<file path="src/rtl/busdec_pkg.sv">
package busdec_pkg;
   localparam int NUM_RGN = 8;
   localparam int RG_BOOT = 0;
   localparam int RG_PAL  = 4;
   localparam int RG_VID  = 5;
   localparam int RG_CART = 7;
   localparam logic [NUM_RGN-1:0] READ_ONLY = 8'b1000_0001;

   function automatic logic [31:0] rgn_lo(input int i);
      case (i)
         0: rgn_lo = 32'h0000_0000;
         1: rgn_lo = 32'h0200_0000;
         2: rgn_lo = 32'h0300_0000;
         3: rgn_lo = 32'h0400_0000;
         4: rgn_lo = 32'h0500_0000;
         5: rgn_lo = 32'h0600_0000;
         6: rgn_lo = 32'h0700_0000;
         default: rgn_lo = 32'h0800_0000;
      endcase
   endfunction

   function automatic logic [31:0] rgn_hi(input int i);
      case (i)
         0: rgn_hi = 32'h0000_3FFF;
         1: rgn_hi = 32'h0203_FFFF;
         2: rgn_hi = 32'h0300_7FFF;
         3: rgn_hi = 32'h0400_03FE;
         4: rgn_hi = 32'h0500_03FF;
         5: rgn_hi = 32'h0601_7FFF;
         6: rgn_hi = 32'h0700_03FF;
         default: rgn_hi = 32'h09FF_FFFF;
      endcase
   endfunction
endpackage

</file>
<file path="src/rtl/region_match.sv">
module region_match
   import busdec_pkg::*;
#(
   parameter int ADDR_W = 32
) (
   input  logic [ADDR_W-1:0]  addr,
   output logic [NUM_RGN-1:0] hit
);
   if (ADDR_W != 32) begin : g_bad_width
      $error("region_match needs a 32-bit address");
   end

   for (genvar i = 0; i < NUM_RGN; i++) begin : g_rgn
      localparam logic [31:0] LO = rgn_lo(i);
      localparam logic [31:0] HI = rgn_hi(i);
      if (LO == 32'h0) begin : g_zero_base
         assign hit[i] = (addr <= HI);
      end else begin : g_range
         assign hit[i] = (addr >= LO) && (addr <= HI);
      end
   end
endmodule

</file>
<file path="src/rtl/wait_lookup.sv">
module wait_lookup
   import busdec_pkg::*;
#(
   parameter int CNT_W    = 4,
   parameter int FAST     = 1,
   parameter int VID_NARW = 1,
   parameter int VID_WIDE = 2,
   parameter int CART_NARW = 5,
   parameter int CART_WIDE = 8
) (
   input  logic [NUM_RGN-1:0] hit,
   input  logic [1:0]         size,
   output logic [CNT_W-1:0]   count
);
   localparam int MAXC = (CART_WIDE > VID_WIDE) ? CART_WIDE : VID_WIDE;

   if (MAXC >= (1 << CNT_W)) begin : g_cnt_small
      $error("CNT_W too narrow for the wait table");
   end
   if (FAST < 1 || VID_NARW < 1 || CART_NARW < 1) begin : g_zero_wait
      $error("wait counts must be at least one");
   end

   logic              wide;
   logic [CNT_W-1:0]  term [NUM_RGN];
   assign wide = size[1];

   for (genvar i = 0; i < NUM_RGN; i++) begin : g_tab
      if (i == RG_PAL || i == RG_VID) begin : g_video
         assign term[i] = hit[i] ? (wide ? CNT_W'(VID_WIDE) : CNT_W'(VID_NARW)) : '0;
      end else if (i == RG_CART) begin : g_cart
         assign term[i] = hit[i] ? (wide ? CNT_W'(CART_WIDE) : CNT_W'(CART_NARW)) : '0;
      end else begin : g_fast
         assign term[i] = hit[i] ? CNT_W'(FAST) : '0;
      end
   end

   always_comb begin
      count = '0;
      for (int i = 0; i < NUM_RGN; i++) count = count | term[i];
      if (hit == '0) count = CNT_W'(1);
   end
endmodule

</file>
<file path="src/rtl/access_timer.sv">
module access_timer #(
   parameter int CNT_W = 4
) (
   input  logic             clk,
   input  logic             rst_n,
   input  logic             load,
   input  logic [CNT_W-1:0] load_val,
   output logic             busy,
   output logic             last
);
   logic [CNT_W-1:0] remain;

   assign last = busy && (remain == CNT_W'(1));

   always_ff @(posedge clk or negedge rst_n) begin
      if (!rst_n) begin
         busy   <= 1'b0;
         remain <= '0;
      end else if (load) begin
         busy   <= 1'b1;
         remain <= load_val;
      end else if (last) begin
         busy   <= 1'b0;
         remain <= '0;
      end else if (busy) begin
         remain <= remain - CNT_W'(1);
      end
   end

   a_r4_nonzero_load: assert property (@(posedge clk) disable iff (!rst_n)
      load |-> (load_val != '0));
   a_r6_no_load_busy: assert property (@(posedge clk) disable iff (!rst_n)
      busy |-> !load);
   a_r6_single_pulse: assert property (@(posedge clk) disable iff (!rst_n)
      last |=> !last);
   a_r6_idle_after: assert property (@(posedge clk) disable iff (!rst_n)
      last |=> !busy);
endmodule

</file>
<file path="src/rtl/bus_region_decoder.sv">
module bus_region_decoder
   import busdec_pkg::*;
#(
   parameter int ADDR_W    = 32,
   parameter int DATA_W    = 32,
   parameter int OFF_W     = 24,
   parameter int CNT_W     = 4,
   parameter int VID_WIDE  = 2,
   parameter int CART_NARW = 5,
   parameter int CART_WIDE = 8
) (
   input  logic                      clk,
   input  logic                      rst_n,
   input  logic                      req_valid,
   output logic                      req_ready,
   input  logic [ADDR_W-1:0]         req_addr,
   input  logic [1:0]                req_size,
   input  logic                      req_write,
   input  logic [DATA_W-1:0]         req_wdata,
   output logic [NUM_RGN-1:0]        rgn_sel,
   output logic [OFF_W-1:0]          rgn_offset,
   output logic [DATA_W-1:0]         rgn_wdata,
   output logic                      rgn_we,
   input  logic [NUM_RGN*DATA_W-1:0] rgn_rdata,
   output logic                      resp_done,
   output logic                      resp_error,
   output logic [DATA_W-1:0]         resp_rdata
);
   if (OFF_W > ADDR_W) begin : g_bad_off
      $error("offset wider than address");
   end

   logic [NUM_RGN-1:0] hit;
   logic [CNT_W-1:0]   wait_n;
   logic               accept, busy, last;
   logic               err_q, wr_q;
   logic [DATA_W-1:0]  rd_term [NUM_RGN];

   assign req_ready = !busy;
   assign accept    = req_valid && !busy;

   region_match #(.ADDR_W(ADDR_W)) u_match (.addr(req_addr), .hit(hit));

   wait_lookup #(
      .CNT_W(CNT_W), .FAST(1), .VID_NARW(1), .VID_WIDE(VID_WIDE),
      .CART_NARW(CART_NARW), .CART_WIDE(CART_WIDE)
   ) u_wait (.hit(hit), .size(req_size), .count(wait_n));

   access_timer #(.CNT_W(CNT_W)) u_timer (
      .clk(clk), .rst_n(rst_n), .load(accept), .load_val(wait_n),
      .busy(busy), .last(last));

   always_ff @(posedge clk or negedge rst_n) begin
      if (!rst_n) begin
         rgn_sel    <= '0;
         rgn_offset <= '0;
         rgn_wdata  <= '0;
         err_q      <= 1'b0;
         wr_q       <= 1'b0;
      end else if (accept) begin
         rgn_sel    <= hit;
         rgn_offset <= req_addr[OFF_W-1:0];
         rgn_wdata  <= req_wdata;
         err_q      <= (hit == '0);
         wr_q       <= req_write;
      end else if (last) begin
         rgn_sel    <= '0;
         err_q      <= 1'b0;
         wr_q       <= 1'b0;
      end
   end

   assign resp_done  = last;
   assign resp_error = last && err_q;
   assign rgn_we     = last && wr_q && ((rgn_sel & ~READ_ONLY) != '0);

   for (genvar i = 0; i < NUM_RGN; i++) begin : g_rd
      assign rd_term[i] = rgn_sel[i] ? rgn_rdata[i*DATA_W +: DATA_W] : '0;
   end

   always_comb begin
      resp_rdata = '0;
      for (int i = 0; i < NUM_RGN; i++) resp_rdata = resp_rdata | rd_term[i];
   end

   a_r1_onehot_sel: assert property (@(posedge clk) disable iff (!rst_n)
      $onehot0(rgn_sel));
   a_r1_sel_only_busy: assert property (@(posedge clk) disable iff (!rst_n)
      req_ready |-> (rgn_sel == '0));
   a_r5_hold_fields: assert property (@(posedge clk) disable iff (!rst_n)
      (!req_ready && !resp_done) |=>
         ($stable(rgn_sel) && $stable(rgn_offset) && $stable(rgn_wdata)));
   a_r3_error_no_sel: assert property (@(posedge clk) disable iff (!rst_n)
      resp_error |-> (rgn_sel == '0 && resp_rdata == '0 && !rgn_we));
   a_r8_rom_no_write: assert property (@(posedge clk) disable iff (!rst_n)
      rgn_we |-> !(rgn_sel[RG_BOOT] || rgn_sel[RG_CART]));
   a_r8_we_at_done: assert property (@(posedge clk) disable iff (!rst_n)
      rgn_we |-> resp_done);
endmodule

</file>
<file path="config.mk">
export PLATFORM = sky130hd
export DESIGN_NAME = bus_region_decoder
export DESIGN_NICKNAME = d
export VERILOG_FILES = /design/src/rtl/busdec_pkg.sv /design/src/rtl/region_match.sv /design/src/rtl/wait_lookup.sv /design/src/rtl/access_timer.sv /design/src/rtl/bus_region_decoder.sv
export SDC_FILE = /design/constraint.sdc
export NUM_CORES = 1
export LEC_CHECK = 0
export BUFFER_PORTS_ARGS = -buffer_cell sky130_fd_sc_hd__buf_4
export CORE_AREA = 3 3 162 164
export DETAILED_ROUTE_END_ITERATION = 10
export DIE_AREA = 0 0 165 167
export REMOVE_ABC_BUFFERS = 1
export SYNTH_ARGS = -nofsm -noshare
export SYNTH_HDL_FRONTEND = slang
export SYNTH_SLANG_ARGS = --single-unit
</file>
<file path="constraint.sdc">
create_clock -name clk -period 1.4 [get_ports clk]
set_input_delay 0.28 -clock clk [delete_from_list [all_inputs] [get_ports clk]]
set_output_delay 0.28 -clock clk [all_outputs]
set_load 0.01 [all_outputs]
</file>
==> metrics.txt, run 1 <==
Post-synth ARST share 1.00; number of flops mapped to enable cells by yosys 0; Worst Max-Slew Pin Slew approximately 0.56 ns; P_leak 4.82 nW; largest net degree at the start of global routing 57; Main synth FF type dfrtp_1; core area 25000 um2; Reg-to-Reg Start u_timer.remain[1]; Starting Density 0.175; Syn Std Cell Area 4380 um2; Combinational Power Share 0.472; Cell Int Power 0.00711 W; Post-Syn Instances between 500 and 600; number of buffers and inverters on the critical path 1; Synthesis Warnings 0; vias per inst 4.77; Remaining DRCs 0; die width 165 um; fin crit period 1.97 ns; nets between 1000 and 1500; CTS tree built; commonest cells after routing, fill and taps aside buf_4 (468), nand2_1 (173), a22oi_2 (98); layout cells sized above 1 0.664; sw power between 0.003 and 0.004 W; first-pass GRT wire length approximately 43 mm; Critical Path AT ~1.7 ns; CP cell instances or4_1 > o311a_1 > buf_6; VDD IR max 0.939 mV; H-tree levels 3; Site Rows 58; drt initial violations 312; Yosys cell types 44; cell at the root of the clock tree clkbuf_16; Crit path required time around 1.1 ns; total gr overflow 0; clock-pin slew on the worst setup and hold paths about 0.060 ns; clk sinks a little over 70; final wirelength 30.7 mm; Crit Path Max Fanout 2; Hold WS around 0.13 ns; Area Overhead vs Synth 130%; relative slew slack 0.623; PwrDens 1090 nW/um2; setup violators final 52; TritonCTS buffer count 9; final cycle utilization of the critical path 1.41; power share of the clock group 0.214; syn_area_per_cell 8.27 um2; register share of total power 0.314; fin. max-slew vios 0; Routed Antenna Nets 0; largest stage delay on the critical path 0.52 ns; All-Layer GR Usage 0.206; worst hold-check path type input pin to register; CTS Buffer Depth 2; critical path class register to primary output; initial antenna violation count 4; GP Congestion 0.897; Seq/Total Area, Yosys 0.406; final-report hold violation count 0; Top delay family on crit path simple AND/OR/NAND/NOR gates; Max Freq 508 MHz; via count 6492; Tot Pwr 0.0109 W; routed len/inst 22.6 um; die area 27600 um2; Die Y 167 um; Yosys reg bits a little over 70; failing checks negative setup slack; commonest non-fill, non-tap cell in the layout buf_4; final worst-path setup slack -0.570 ns; hold_sp req_wdata[23]; unrepaired setup endpoints after global routing yes; Sw Ratio 0.350; DRT Pass-1 Iters 7; CP startpoint rgn_sel[3]; slowest CP cell or4_1; CP Launch Type register; clock skew between 0.005 and 0.006 ns; status finished with violations; vias in the first global route 6836; clk_lat worst skew approximately 0.33 ns; max capacitance violation total 0; IO buf count between 400 and 500; dpl hpwl about 23 mm; Setup crit end kind primary output; IO Count 426
==> Yosys cell counts, types with 3 or more instances <==
library cell  instances  area [um2]
nand3_1               4        20.0
a22o_1                4        35.0
clkbuf_1             33         124
a22oi_1             129         968
dfrtp_1              71        1780
a32o_1                3        30.0
nor2_1                5        18.8
nand2_1             177         664
buf_4                 3        22.5
o21ai_0               4        20.0
buf_2                11        55.1
nand2b_1              3        18.8
nor2b_1               3        18.8
nor3_1                3        15.0
inv_1                 3        11.3
nor3_2                3        30.0
nand4_1              34         213
a21oi_1               4        20.0
==> power groups by stage <==
| stage | clock network, W | logic [W] | registers (W) |
|---|---|---|---|
| 2_1_floorplan | 0 | 0.00128 | 0.00374 |
| 3_3_place_gp | 0 | 0.00436 | 0.00339 |
| 3_5_place_dp | 0 | 0.00442 | 0.00340 |
| 4_1_cts | 0.00238 | 0.00477 | 0.00343 |
| 5_1_grt | 0.00246 | 0.00564 | 0.00353 |
| 6_report | 0.00234 | 0.00517 | 0.00344 |
==> cell families after synthesis <==
| logic type | synth area share |
|---|---|
| AO/OA/AOI/OAI | 0.270 |
| adder cells (fa/ha/maj) | 0.00572 |
| flip-flops | 0.406 |
| buffers and inverters | 0.0537 |
| AND/OR/NAND/NOR | 0.265 |
==> area by class of cell <==
type | instances | area [um2]
fillers | 2507 | 15000
repair buffers | 533 | 4580
multi-input cells | 406 | 2970
flip-flops and latches | 71 | 1780
well taps | 330 | 413
clock buffers | 9 | 225
clock inverters | 7 | 72.6
inverters | 3 | 11.3
diodes | 3 | 7.51
==> tightest hold or removal path: stages <==
cell and delay (ns):
buf_4 0.08, nand2_1 0.04, nand2_1 0.04
==> routing by layer <==
layer,global-route usage,vias up,routed length (um),share of wire
li1,-,2965,-,-
met1,0.239,3093,11400,0.37
met2,0.355,368,15500,0.50
met3,0.0567,64,2820,0.092
met4,0.0795,2,1000,0.033
met5,0,-,20,0.00065
==> per-stage QoR <==
step / util / TNS [ns] / setup slack, ns / std cells / instance area [um2]
5_1_grt: 0.402 / -22.39 / -0.607 / 1362 / 10100
3_3_place_gp: 0.334 / -5.82 / -0.302 / 1300 / 8370
3_5_place_dp: 0.334 / -6.30 / -0.396 / 1300 / 8370
2_1_floorplan: - / -105.29 / -1.77 / 480 / 4150
6_report: 0.402 / -19.11 / -0.570 / 1362 / 10100
4_1_cts: 0.388 / -19.96 / -0.587 / 1347 / 9720
==> state kept, by name, summed over array words and instances (netlist names) <==
register        cells
u_timer.remain      4
wr_q                1
err_q               1
rgn_sel             8
rgn_offset         24
u_timer.busy        1
rgn_wdata          32
==> worst paths after layout <==
check                                       to  slack (ns)  cells after the start
min in group asynchronous        rgn_wdata[26]        0.42                      2
worst min register to register  rgn_offset[18]        0.48                      2
worst max register to register      rgn_sel[3]       -0.29                      9
worst min-delay path             rgn_wdata[23]        0.13                      3
worst max-delay path                    rgn_we       -0.57                      3
max in group asynchronous        rgn_wdata[22]        0.51                      3
==> repair_timing <==
action / CTS / global route
endpoints found under the setup margin: 54 / 103
setup buffers: 26 / 12
pin swaps: 64 / 28
gates resized for setup: 154 / 44
hold buffers: 1 / 0
cloned: 7 / 6
endpoints found under the hold margin: 26 / 0
Power figures use the tool's default switching activity.
==> inputs of run 2 (changes only) <==
--- a/config.mk
+++ b/config.mk
@@ -6,10 +6,11 @@
 export NUM_CORES = 1
 export LEC_CHECK = 0
 export BUFFER_PORTS_ARGS = -buffer_cell sky130_fd_sc_hd__buf_4
-export CORE_AREA = 3 3 162 164
+export CORE_AREA = 3 3 167 169
 export DETAILED_ROUTE_END_ITERATION = 10
-export DIE_AREA = 0 0 165 167
+export DIE_AREA = 0 0 170 172
 export REMOVE_ABC_BUFFERS = 1
 export SYNTH_ARGS = -nofsm -noshare
 export SYNTH_HDL_FRONTEND = slang
+export SYNTH_HIERARCHICAL = 1
 export SYNTH_SLANG_ARGS = --single-unit
==> run 2 against run 1 <==
The flow still finishes with violations (negative setup slack). Largest cell class unchanged. Cell count shrank 7.1%. Clock-buffer cell count grew 2. Routed wire length shrank 8.8%. Register-to-register slack got worse by 0.06 ns. Cell area fell by 1.3%. Fmax is 4.3% lower. Non-clock buffer count is 8 lower. Sequential share of layout area increased by 0.20 points. Hold slack improved by 0.028 ns. Critical path type unchanged. Largest power group unchanged. Synthesized area is 0.80% lower. Sequential power grew 2%.
==> metrics.txt, run 2 <==
register share of total power 0.314; vias in the first global route 6025; VDD IR max between 1 and 1.5 mV; H-tree levels 3; Yosys reg bits 71; hold depth 2; final worst-path setup slack -0.657 ns; Area Overhead vs Synth 129%; number of buffers and inverters on the critical path 1; P_leak between 4 and 5 nW; reg2reg end rgn_sel[6]; failing checks negative setup slack; slowest CP cell or4_1; Post-synth ARST share 1.00; CP startpoint rgn_sel[3]; R2R Setup Slk -0.35 ns; IO buf count 424; Reg-to-Reg Start u_timer/remain[1]; worst slack at placement -0.797 ns; Tot Pwr 0.0112 W; final cycle utilization of the critical path 1.47; sw power roughly 0.0035 W; largest registers rgn_wdata: 32 flops, rgn_offset: 24 flops, rgn_sel: 8 flops; largest net degree at the start of global routing 39; PwrDens 1120 nW/um2; IO Count 426; Combinational Power Share 0.456; worst hold-check path type input pin to register; core area 26700 um2; number of flops mapped to enable cells by yosys 0; Main synth FF type dfrtp_1; commonest non-fill, non-tap cell in the layout buf_4; Top delay family on crit path simple AND/OR/NAND/NOR gates; Cell Int Power 0.00763 W; Post-Syn Instances 423; clock-pin slew on the worst setup and hold paths around 0.07 ns; post-synth top area share 0.409; cell at the root of the clock tree clkbuf_16; clk sinks 71; relative slew slack 0.759; final wirelength 28.1 mm; TritonCTS buffer count 9; synth cell count leaders a22oi_1 (129), dfrtp_1 (71), mux2_1 (56), clkbuf_1 (34), nand4_1 (34); DRT Pass-1 Iters 5; CP Launch Type register; multi-input gate area in the final layout 2870 um2; synth top area cells dfrtp_1 (41%), a22oi_1 (22%), mux2_1 (15%), nand4_1 (4.9%), clkbuf_1 (2.9%); initial antenna violation count 4; fin crit period 2.06 ns; Seq/Total Area, Yosys 0.409; Site Rows 60; unrepaired setup endpoints after global routing yes; power share of the clock group 0.230; CTS Buffer Depth 2; die area 29200 um2; dpl hpwl between 20 and 25 mm; clock skew 0.0136 ns; Starting Density 0.162; Routed Antenna Nets 0; commonest cells after routing, fill and taps aside buf_4 (463), a22oi_2 (85), dfrtp_1 (68); final-report hold violation count 0; routed len/inst roughly 22 um; via count 6000; total gr overflow 0; CP cell instances or4_1 > o311a_1 > buf_6; layout cells sized above 1 0.701; hold endpoint rgn_wdata[16]; hold_sp req_wdata[16]; status finished with violations; leading area contributor after synthesis dfrtp_1; All-Layer GR Usage 0.175; Reg area 1780 um2; CTS tree built; syn_area_per_cell 10.3 um2; most frequent cell after synthesis a22oi_1; Crit Path Max Fanout 2; nets 1244; Setup crit end kind primary output; die width 170 um; Die Y 172 um; Crit path required time 1.12 ns; Yosys cell types 41; Remaining DRCs 0; Worst Max-Slew Pin Slew 0.358 ns; Syn Std Cell Area 4340 um2; filler cell count 2687; max capacitance violation total 0; fin. max-slew vios 0; setup violators final 54; first-pass GRT wire length 38.2 mm; clk_lat worst skew 0.34 ns; largest stage delay on the critical path 0.58 ns; Max Freq 486 MHz; Sw Ratio 0.317; max FFs per register 32; Synthesis Warnings 6; critical path class register to primary output; Hold WS between 0.15 and 0.2 ns; vias per inst 4.74; Reg with most FFs rgn_wdata; r2r worst-path depth 9; Critical Path AT 1.78 ns; GP Congestion 0.813; drt initial violations between 200 and 300
[run 2: changes by cell type after synthesis, moves of 3 or more]
cell | previous run | this run
a22o_1 | 4 | 0
a32o_1 | 3 | 0
buf_2 | 11 | 5
mux2_1 | 0 | 56
nand2_1 | 177 | 13
nand2b_1 | 3 | 11
nor3b_1 | 0 | 3
nor4_1 | 2 | 7
o21ai_0 | 4 | 1
o21ai_1 | 1 | 10
[run 2: per-stage QoR]
stage	utilization	TNS, ns	area, um2	cells
finish	0.372	-19.43	9930	1265
global route	0.372	-24.36	9930	1265
CTS	0.364	-21.88	9730	1261
detailed placement	0.315	-9.69	8430	1214
global placement	0.315	-9.32	8430	1214
floorplan	-	-224.54	4160	380
[run 2: routing by layer]
metal	track usage	vias to the layer above	routed length (um)
met5	0	-	0
met4	0.0667	0	767
met3	0.0405	44	2330
met2	0.295	361	14000
met1	0.218	2904	11000
li1	-	2691	-
[run 2: repair_timing]
| item | in CTS | in global routing |
|---|---|---|
| gates cloned | 10 | 0 |
| hold endpoints to repair | 71 | 0 |
| endpoints found under the setup margin | 55 | 105 |
| resized for setup | 128 | 53 |
| setup buffers | 23 | 7 |
| hold buffers | 1 | 0 |
| pin swaps | 54 | 41 |
[run 2: how the worst max path moves through the flow]
stage / to / depth (start not counted) / slack (ns)
final: rgn_we / 3 / -0.66
after global routing: rgn_we / 6 / -0.75
after CTS: rgn_we / 7 / -0.72
after detailed placement: u_timer/remain[0] / 8 / -0.80
after global placement: u_timer/remain[0] / 8 / -0.79
after floorplan: u_timer/remain[1] / 2 / -3.25
[run 2: worst reg2reg max path: stages (launching register included)]
cell and delay (ns):
dfrtp_1 0.39, inv_2 0.08, ha_4 0.12, or3b_4 0.39
nor2_4 0.13, buf_4 0.12, buf_4 0.11, buf_6 0.11
nand2b_4 0.11, o21ai_1 0.05
[run 2: cell type report]
class,count,area share
Antenna cell,4,0.00101
Clock buffer,11,0.0254
Clock inverter,4,0.00781
Inverter,4,0.00151
Multi-Input combinational cell,305,0.289
Sequential cell,71,0.179
Tap cell,341,0.0430
Timing Repair Buffer,525,0.453
[run 2: logic make-up (layout without fill, tap and decap cells)]
kind of cell,after synthesis,after routing,share of synthesized area
fa+ha+maj,2,2,0.00576
simple gates,99,99,0.144
compound gates,148,148,0.250
buf+inv,47,544,0.0464
flops,71,71,0.409
other cells,0,4,0
mux,56,56,0.145
[run 2: power groups by stage]
stage	logic [W]	clock network [W]	registers [W]
global placement	0.00466	0	0.00349
detailed placement	0.00472	0	0.00352
CTS	0.00500	0.00264	0.00352
floorplan	0.00127	0	0.00386
finish	0.00509	0.00257	0.00351
global route	0.00547	0.00269	0.00364
